===== src/rtl/ccd_line_timer.sv =====
module ccd_line_timer #(
  parameter int CLK_KHZ  = 125000,
  parameter int LINE_PIX = 2087,
  parameter int PIX_HALF = 16,
  parameter int GUARD_NS = 500,
  parameter int ROG_NS   = 1000,
  parameter int RS_NS    = 50,
  parameter int IW       = $clog2(LINE_PIX + 1)
) (
  input  logic          clk,
  input  logic          rst_n,
  input  logic          line_req,
  input  logic          ext_rs_mode,
  input  logic [IW-1:0] int_time,
  output logic          pix_clk,
  output logic          rd_gate,
  output logic          shut_n,
  output logic          ext_rs,
  output logic [IW-1:0] pix_idx,
  output logic          line_valid
);

  localparam int GUARD_RAW = (GUARD_NS * CLK_KHZ + 999999) / 1000000;
  localparam int ROG_RAW   = (ROG_NS * CLK_KHZ + 999999) / 1000000;
  localparam int RS_RAW    = (RS_NS * CLK_KHZ + 999999) / 1000000;
  localparam int GUARD_CYC = (GUARD_RAW < 1) ? 1 : GUARD_RAW;
  localparam int ROG_CYC   = (ROG_RAW < 1) ? 1 : ROG_RAW;
  localparam int RS_CYC    = (RS_RAW < 1) ? 1 : RS_RAW;
  localparam int CNT_MAX   = (GUARD_CYC > ROG_CYC) ? GUARD_CYC : ROG_CYC;
  localparam int CW        = $clog2(CNT_MAX + 1);
  localparam int HW        = (PIX_HALF > 1) ? $clog2(PIX_HALF) : 1;

  typedef enum logic [2:0] {S_IDLE, S_PRE, S_GATE, S_POST, S_READ} st_t;

  st_t           st;
  logic [CW-1:0] cnt;
  logic [HW-1:0] hc;
  logic          ph;
  logic [IW-1:0] pix;
  logic [IW-1:0] intl;
  logic          pend;

  wire           in_read  = (st == S_READ);
  wire           half_end = (int'(hc) == PIX_HALF - 1);
  wire [IW-1:0]  int_clip = (int'(int_time) > LINE_PIX) ? IW'(LINE_PIX) : int_time;

  always_ff @(posedge clk) begin
    if (!rst_n) begin
      st   <= S_IDLE;
      cnt  <= '0;
      hc   <= '0;
      ph   <= 1'b0;
      pix  <= '0;
      intl <= '0;
      pend <= 1'b0;
    end else begin
      if (line_req && st != S_IDLE) pend <= 1'b1;
      case (st)
        S_IDLE: if (line_req || pend) begin
          st   <= S_PRE;
          cnt  <= '0;
          pend <= 1'b0;
          intl <= int_clip;
        end
        S_PRE: if (int'(cnt) == GUARD_CYC - 1) begin
          st  <= S_GATE;
          cnt <= '0;
        end else cnt <= cnt + 1'b1;
        S_GATE: if (int'(cnt) == ROG_CYC - 1) begin
          st  <= S_POST;
          cnt <= '0;
        end else cnt <= cnt + 1'b1;
        S_POST: if (int'(cnt) == GUARD_CYC - 1) begin
          st  <= S_READ;
          cnt <= '0;
          hc  <= '0;
          ph  <= 1'b1;
          pix <= IW'(1);
        end else cnt <= cnt + 1'b1;
        S_READ: if (half_end) begin
          hc <= '0;
          if (ph) ph <= 1'b0;
          else if (int'(pix) == LINE_PIX) begin
            st  <= S_IDLE;
            pix <= '0;
          end else begin
            ph  <= 1'b1;
            pix <= pix + 1'b1;
          end
        end else hc <= hc + 1'b1;
        default: st <= S_IDLE;
      endcase
    end
  end

  always_ff @(posedge clk) begin
    if (!rst_n) begin
      pix_clk    <= 1'b0;
      rd_gate    <= 1'b0;
      shut_n     <= 1'b1;
      ext_rs     <= 1'b0;
      pix_idx    <= '0;
      line_valid <= 1'b0;
    end else begin
      pix_clk    <= in_read && ph;
      rd_gate    <= (st == S_GATE);
      shut_n     <= !in_read || (int'(pix) + int'(intl) > LINE_PIX);
      ext_rs     <= ext_rs_mode && in_read && !ph && (int'(hc) < RS_CYC);
      pix_idx    <= in_read ? pix : '0;
      line_valid <= in_read;
    end
  end

  logic [CW-1:0] chk_clk_low, chk_gate_low;
  always_ff @(posedge clk) begin
    if (!rst_n) begin
      chk_clk_low  <= CW'(GUARD_CYC);
      chk_gate_low <= CW'(GUARD_CYC);
    end else begin
      if (pix_clk) chk_clk_low <= '0;
      else if (int'(chk_clk_low) < GUARD_CYC) chk_clk_low <= chk_clk_low + 1'b1;
      if (rd_gate) chk_gate_low <= '0;
      else if (int'(chk_gate_low) < GUARD_CYC) chk_gate_low <= chk_gate_low + 1'b1;
    end
  end

  a_r4_idle_before_gate: assert property (@(posedge clk) disable iff (!rst_n)
    $rose(rd_gate) |-> int'(chk_clk_low) >= GUARD_CYC);
  a_r4_idle_after_gate: assert property (@(posedge clk) disable iff (!rst_n)
    $rose(pix_clk) |-> int'(chk_gate_low) >= GUARD_CYC);
  a_r3_gate_excl: assert property (@(posedge clk) disable iff (!rst_n)
    rd_gate |-> !pix_clk && !line_valid);
  a_r1_gate_after_line: assert property (@(posedge clk) disable iff (!rst_n)
    $rose(rd_gate) |-> !$past(line_valid));
  a_r2_clk_idle: assert property (@(posedge clk) disable iff (!rst_n)
    !line_valid |-> !pix_clk);
  a_r8_idx_range: assert property (@(posedge clk) disable iff (!rst_n)
    line_valid |-> pix_idx != '0 && int'(pix_idx) <= LINE_PIX);
  a_r8_idx_zero: assert property (@(posedge clk) disable iff (!rst_n)
    !line_valid |-> pix_idx == '0);
  a_r8_idx_step: assert property (@(posedge clk) disable iff (!rst_n)
    $rose(pix_clk) && $past(line_valid) |-> pix_idx == $past(pix_idx) + IW'(1));
  a_r5_shut_idle: assert property (@(posedge clk) disable iff (!rst_n)
    !line_valid |-> shut_n);
  a_r5_shut_release_once: assert property (@(posedge clk) disable iff (!rst_n)
    line_valid && $past(line_valid) && $past(shut_n) |-> shut_n);
  a_r9_rs_mode: assert property (@(posedge clk) disable iff (!rst_n)
    ext_rs |-> $past(ext_rs_mode) && !pix_clk);

endmodule


===== config.mk =====
export PLATFORM = sky130hd
export DESIGN_NAME = ccd_line_timer
export DESIGN_NICKNAME = d
export VERILOG_FILES = /design/src/rtl/ccd_line_timer.sv
export SDC_FILE = /design/constraint.sdc
export NUM_CORES = 1
export LEC_CHECK = 0
export ABC_AREA = 1
export BUFFER_PORTS_ARGS = -buffer_cell sky130_fd_sc_hd__buf_2
export CAP_MARGIN = 30
export CORE_ASPECT_RATIO = 0.7
export CORE_MARGIN = 2
export CORE_UTILIZATION = 60
export CTS_CLUSTER_DIAMETER = 30
export DETAILED_ROUTE_END_ITERATION = 6
export PLACE_DENSITY = 0.79
export SYNTH_ARGS = -nofsm -noshare
export SYNTH_HDL_FRONTEND = slang
export SYNTH_SLANG_ARGS = --single-unit
export TNS_END_PERCENT = 100

===== constraint.sdc =====
create_clock -name clk -period 3.31 [get_ports clk]
set_input_delay 0.662 -clock clk [delete_from_list [all_inputs] [get_ports clk]]
set_output_delay 0.662 -clock clk [all_outputs]
set_load 0.02 [all_outputs]

# Word-level counts from Yosys, hierarchy flattened

Cells that the tools add are included.

Word-level logic and storage cells: 85
Bits in registers: 57

Magnitude comparators: 3
Reduce and logical (&&, ||, !) cells: 21
Add/subtract/negate cells: 4
Equal/unequal tests: 15
Muxes and demuxes: 29

Operators with widths:

| kind                                                  | count |
|---|---|
| 2-to-1 mux 12 bit                                     | 5 |
| case mux 12 bit (2 select lines)                      | 1 |
| 2-to-1 mux 3 bit                                      | 7 |
| 2-to-1 mux 7 bit                                      | 3 |
| case mux 7 bit (3 select lines)                       | 1 |
| case mux 3 bit (5 select lines)                       | 1 |
| adder 12 x 12 -> 13 bit                               | 1 |
| > comparator 13 x 12 -> 1 bit (second input constant) | 1 |
| adder 12 x 1 -> 12 bit (second input constant)        | 1 |
| equality test 12 bit (second input constant)          | 1 |
| > comparator 12 bit (second input constant)           | 1 |
| != test 2 bit (second input constant)                 | 5 |
| 2-to-1 mux 4 bit                                      | 2 |
| case mux 4 bit (2 select lines)                       | 1 |
| AND reduction 2 bit                                   | 4 |
| adder 7 x 1 -> 7 bit (second input constant)          | 1 |
| equality test 7 x 3 -> 1 bit (second input constant)  | 1 |
| equality test 7 bit (second input constant)           | 1 |
| 2-to-1 mux 1 bit                                      | 7 |
| AND reduction 7 bit                                   | 1 |
| equality test 3 x 2 -> 1 bit (second input constant)  | 2 |
| nonzero test 3 bit                                    | 2 |
| logical AND 1 bit                                     | 5 |
| adder 4 x 1 -> 4 bit (second input constant)          | 1 |
| other kinds (13)                                      | 16 |

# Logic depth before layout (Yosys ltp)

Depth after elaboration: 5
Mapped depth: 15
Mapped depth without buffers: 15

# Worst setup path before layout

No wires, ideal clock.

Path kind: flip-flop to flip-flop
Start: reg pix[0]
End: reg shut_n
Slack: 1.538 ns
Path buffers: 0
Setup time: 0.115 ns
Cell stages (with the launch flop): 16
Data arrival time: 1.657 ns
Path through: dfxtp_1 ha_1 inv_1 fa_1 inv_1 nand2_1 nand2_1 nand2_1 nand2_1 nand2_1 nor2_1 nor2_1 nor2_1 nand3_1 nand2_1 nand2_1

Word-level cells in the longest chain between the ends: 3

Ends and longest elaborated chain:

| element                       | RTL line | RTL |
|---|---|---|
| start, declared               | 39       | `logic [IW-1:0] pix;` |
| start signal, assigned        | 88       | `pix <= pix + 1'b1;` |
| adder 12 x 12 -> 13 bit       | 107      | `shut_n <= !in_read \|\| (int'(pix) + int'(intl) > LINE_PIX);` |
| > comparator 13 x 12 -> 1 bit | 107      |  |
| logical OR 1 bit              | 107      |  |
| end signal, assigned          | 107      |  |
| end, declared                 | 17       | `output logic shut_n,` |

Every way passes these cells.
A chain may end at the register's enable or synchronous reset.

# Worst setup path after layout

Same ends and word-level chain as after synthesis.

==> impl_metrics.yaml <==
run_status:
  outcome: "finished, final reports clean"
cells_and_area:
  syn2layout_area_growth_pct: 12.97
  insertedDiodeCount: 0
  layout_cell_area_excl_fill_um2: 3466
  layout-drive-gt1-share_pct: 14.29
  final_net_count: 512
synthesis:
  post_synth_fa_ha_maj_area_fraction_pct: 7.586
  asyncSetResetFlopFracSynth_pct: 0
  synthesis.yosys.warnings: 0
  mappedNetlistNets: 476
  muxShareOfSynthArea_pct: 0
  synth_area_per_cell_um2: 6.941
  yosys_register_bits: 57
  synth_top_cell_by_area: "sky130_fd_sc_hd__dfxtp_1"
  ys_top_cells_by_count: "sky130_fd_sc_hd__nand2_1, sky130_fd_sc_hd__nor2_1, sky130_fd_sc_hd__dfxtp_1"
  yosysUniqueCellTypes: 38
  synth_compound_area_share_pct: 12.56
  synth.top_cells.by_area: "sky130_fd_sc_hd__dfxtp_1, sky130_fd_sc_hd__nand2_1, sky130_fd_sc_hd__nor2_1"
  synth-seq-area-share_pct: 37.19
  yosys_most_used_dff: "sky130_fd_sc_hd__dfxtp_1"
  yosysMostFrequentCell: "sky130_fd_sc_hd__nand2_1"
  syn_area_um2: 3068
  dominant_combinational_cell_family_by_area_after_synthesis: "simple AND/OR/NAND/NOR gates"
  synth_top_cell_area_share_pct: 37.19
  netlist_instances: 442
  synth_simple_gate_area_share_pct: 32.14
  synth_xor_area_share_pct: 1.713
  synth_enable_flop_cells: 0
power:
  leak_pwr_uw: 0.001609
  internal-power_uw: 1300
  switching_share_pct: 33.25
  p_clk_share_pct: 32.5
  switching_power_uw: 647.4
  comb_power_share_pct: 25.3
  worst_ir_drop_on_vdd_mv: 0.3750
  sequentialPowerShare_pct: 42.2
  power.density_cell_area_nw_per_um2: 561.8
sta:
  rsz_0062_raised_after_global_routing: "false"
  max_slew.worst_pin.slew_ns: 0.4775
  final.period_utilization_pct: 63.44
  period_minus_slack_ns: 2.100
  worst_clock_skew_ns: 0.007402
  worst_slew_margin_rel_pct: 68.13
  fmax_mhz: 476.2
  hold_violations: 0
  slew_viol_final: 0
  fin_tns_setup_ns: 0
  finalSetupViolCount: 0
detailed_routing:
  route.detailed.vias_per_inst: 5.303
  drt_iter0_markers: 241
  drt-pass1-iter-count: 5
  remaining_routing_drc_violations: 0
  num_vias: 2927
  postRouteAntennaNets: 0
  postRouteWirelength_um: 7385
  routedWlPerCell_um: 13.38
die:
  die_height_um: 63.83
  rows: 21
  placeableCoreArea_um2: 4861
  die_width_um: 89.47
  floorplan.initialDensity_pct: 63.11
  num_io_pins: 33
  fp.dieArea_um2: 5710
setup_path:
  setup.worst_path.class: "flip-flop to flip-flop"
  critical_path_arrival_ns: 2.33
  crit_path_end_kind: "flip-flop"
  critPathLaunchType: "flip-flop"
  worst_endpoint_required_time_ns: 3.54
  cp_max_fo: 5
grt:
  pin_count_of_the_biggest_net_entering_global_routing: 23
  global_route_wire_length_before_repair_um: 12280
  grt_pass1_vias: 2683
  antenna_found_initial: 0
  groute.usage.overall_pct: 28.23
  leftover_overflow_at_the_end_of_global_routing: 0
clock_tree:
  clockRootBuffer: "sky130_fd_sc_hd__clkbuf_8"
  tritoncts: "built"
  htreeDepth: 3
  tritoncts_num_sinks: 57
  cts_resized: 0
  post-cts-setup-buffer-count: 0
  cts_hold_repair.buffers: 0
  clk_path_buf_depth: 2
  clock_latency_ns: 0.34
  numCtsBuffers: 9
  clk_pin_slew_ns: 0.06
placed_design:
  io_buffer_count: 32
  gpl.final_weighted_congestion: 0.8637
  place_hpwl_um: 5472
  dpl_cell_area_um2: 3277
hold_path:
  hp-class: "flip-flop to flip-flop"
run:
  drv_cap: 0
## logic make-up after synthesis
group | Yosys count
AND/OR/NAND/NOR | 226
buffers and inverters | 69
AO/OA/AOI/OAI | 66
flip-flops | 57
adder cells (fa/ha/maj) | 18
XOR/XNOR | 6
## critical path: stages (launching register included)
cell and delay [ns]:
sky130_fd_sc_hd__dfxtp_1 0.41, sky130_fd_sc_hd__ha_1 0.24, sky130_fd_sc_hd__inv_1 0.07, sky130_fd_sc_hd__fa_1 0.37, sky130_fd_sc_hd__inv_1 0.08, sky130_fd_sc_hd__nand2_1 0.05
sky130_fd_sc_hd__nand2_1 0.10, sky130_fd_sc_hd__nand2_1 0.06, sky130_fd_sc_hd__nand2_1 0.05, sky130_fd_sc_hd__nand2_1 0.05, sky130_fd_sc_hd__nor2_1 0.10, sky130_fd_sc_hd__nor2_1 0.06
sky130_fd_sc_hd__nor2_1 0.14, sky130_fd_sc_hd__nand3_1 0.10, sky130_fd_sc_hd__nand2_1 0.07, sky130_fd_sc_hd__nand2_1 0.04
## registers in the layout, indices dropped and copies added (netlist names)
signal / flops
intl: 12
pix: 12
pix_idx: 12
cnt: 7
hc: 4
st: 3
ext_rs: 1
line_valid: 1
pend: 1
ph: 1
pix_clk: 1
rd_gate: 1
shut_n: 1
## through the flow
stage                     utilization [%]  hold slack [ns]  total power (µW)  worst slack (ns)  instances
final                               71.30           0.4935              1947             1.210        552
after global routing                71.30           0.5313              2065             1.051        552
after CTS                           71.30           0.4946              1946             1.210        552
after detailed placement            67.41           0.4865              1317             1.036        536
after global placement              67.41           0.4807              1296             1.119        536
after floorplan                         -           0.4539              1200             1.538        442
## layer usage
layer	share of wire (%)	routed length (µm)	GRT usage, %
met2	42	3069	41.39
met3	6.7	495	6.718
met5	0	0	0
met1	50	3726	40.91
met4	1.3	93	8.769
## final timing paths
check | from | to | slack, ns | cells past startpoint
worst max-delay path | pix[0] | shut_n | 1.21 | 15
worst min-delay path | hc[1] | hc[1] | 0.49 | 2
worst max register to register | pix[0] | shut_n | 1.21 | 15
worst min register to register | hc[1] | hc[1] | 0.49 | 2
## power by group through the flow
stage / Combinational [µW] / Clock [µW] / Sequential (µW)
2_1_floorplan: 374 / 0 / 825
3_3_place_gp: 462 / 0 / 835
3_5_place_dp: 481 / 0 / 837
4_1_cts: 486 / 638 / 823
5_1_grt: 560 / 674 / 830
6_report: 493 / 632 / 822
## area by class of cell
class | instances | area [µm²]
multi-input cells | 316 | 1657
fillers | 422 | 1395
flip-flops and latches | 57 | 1141
inverters | 62 | 232.7
repair buffers | 32 | 160.2
clock buffers | 13 | 148.9
well taps | 69 | 86.33
clock inverters | 3 | 40.04
## placed cells by master, fill, tap and decap left out, types with 10 or more instances in the layout
cell type	count
sky130_fd_sc_hd__nor2_1	62
sky130_fd_sc_hd__dfxtp_1	57
sky130_fd_sc_hd__ha_1	17
sky130_fd_sc_hd__nor3_1	12
sky130_fd_sc_hd__inv_1	56
sky130_fd_sc_hd__o21ai_0	20
sky130_fd_sc_hd__buf_2	32
sky130_fd_sc_hd__a21oi_1	29
sky130_fd_sc_hd__nand2_1	105
sky130_fd_sc_hd__nand3_1	24
sky130_fd_sc_hd__clkbuf_8	10
No activity file was read; power rests on OpenSTA's default activity.
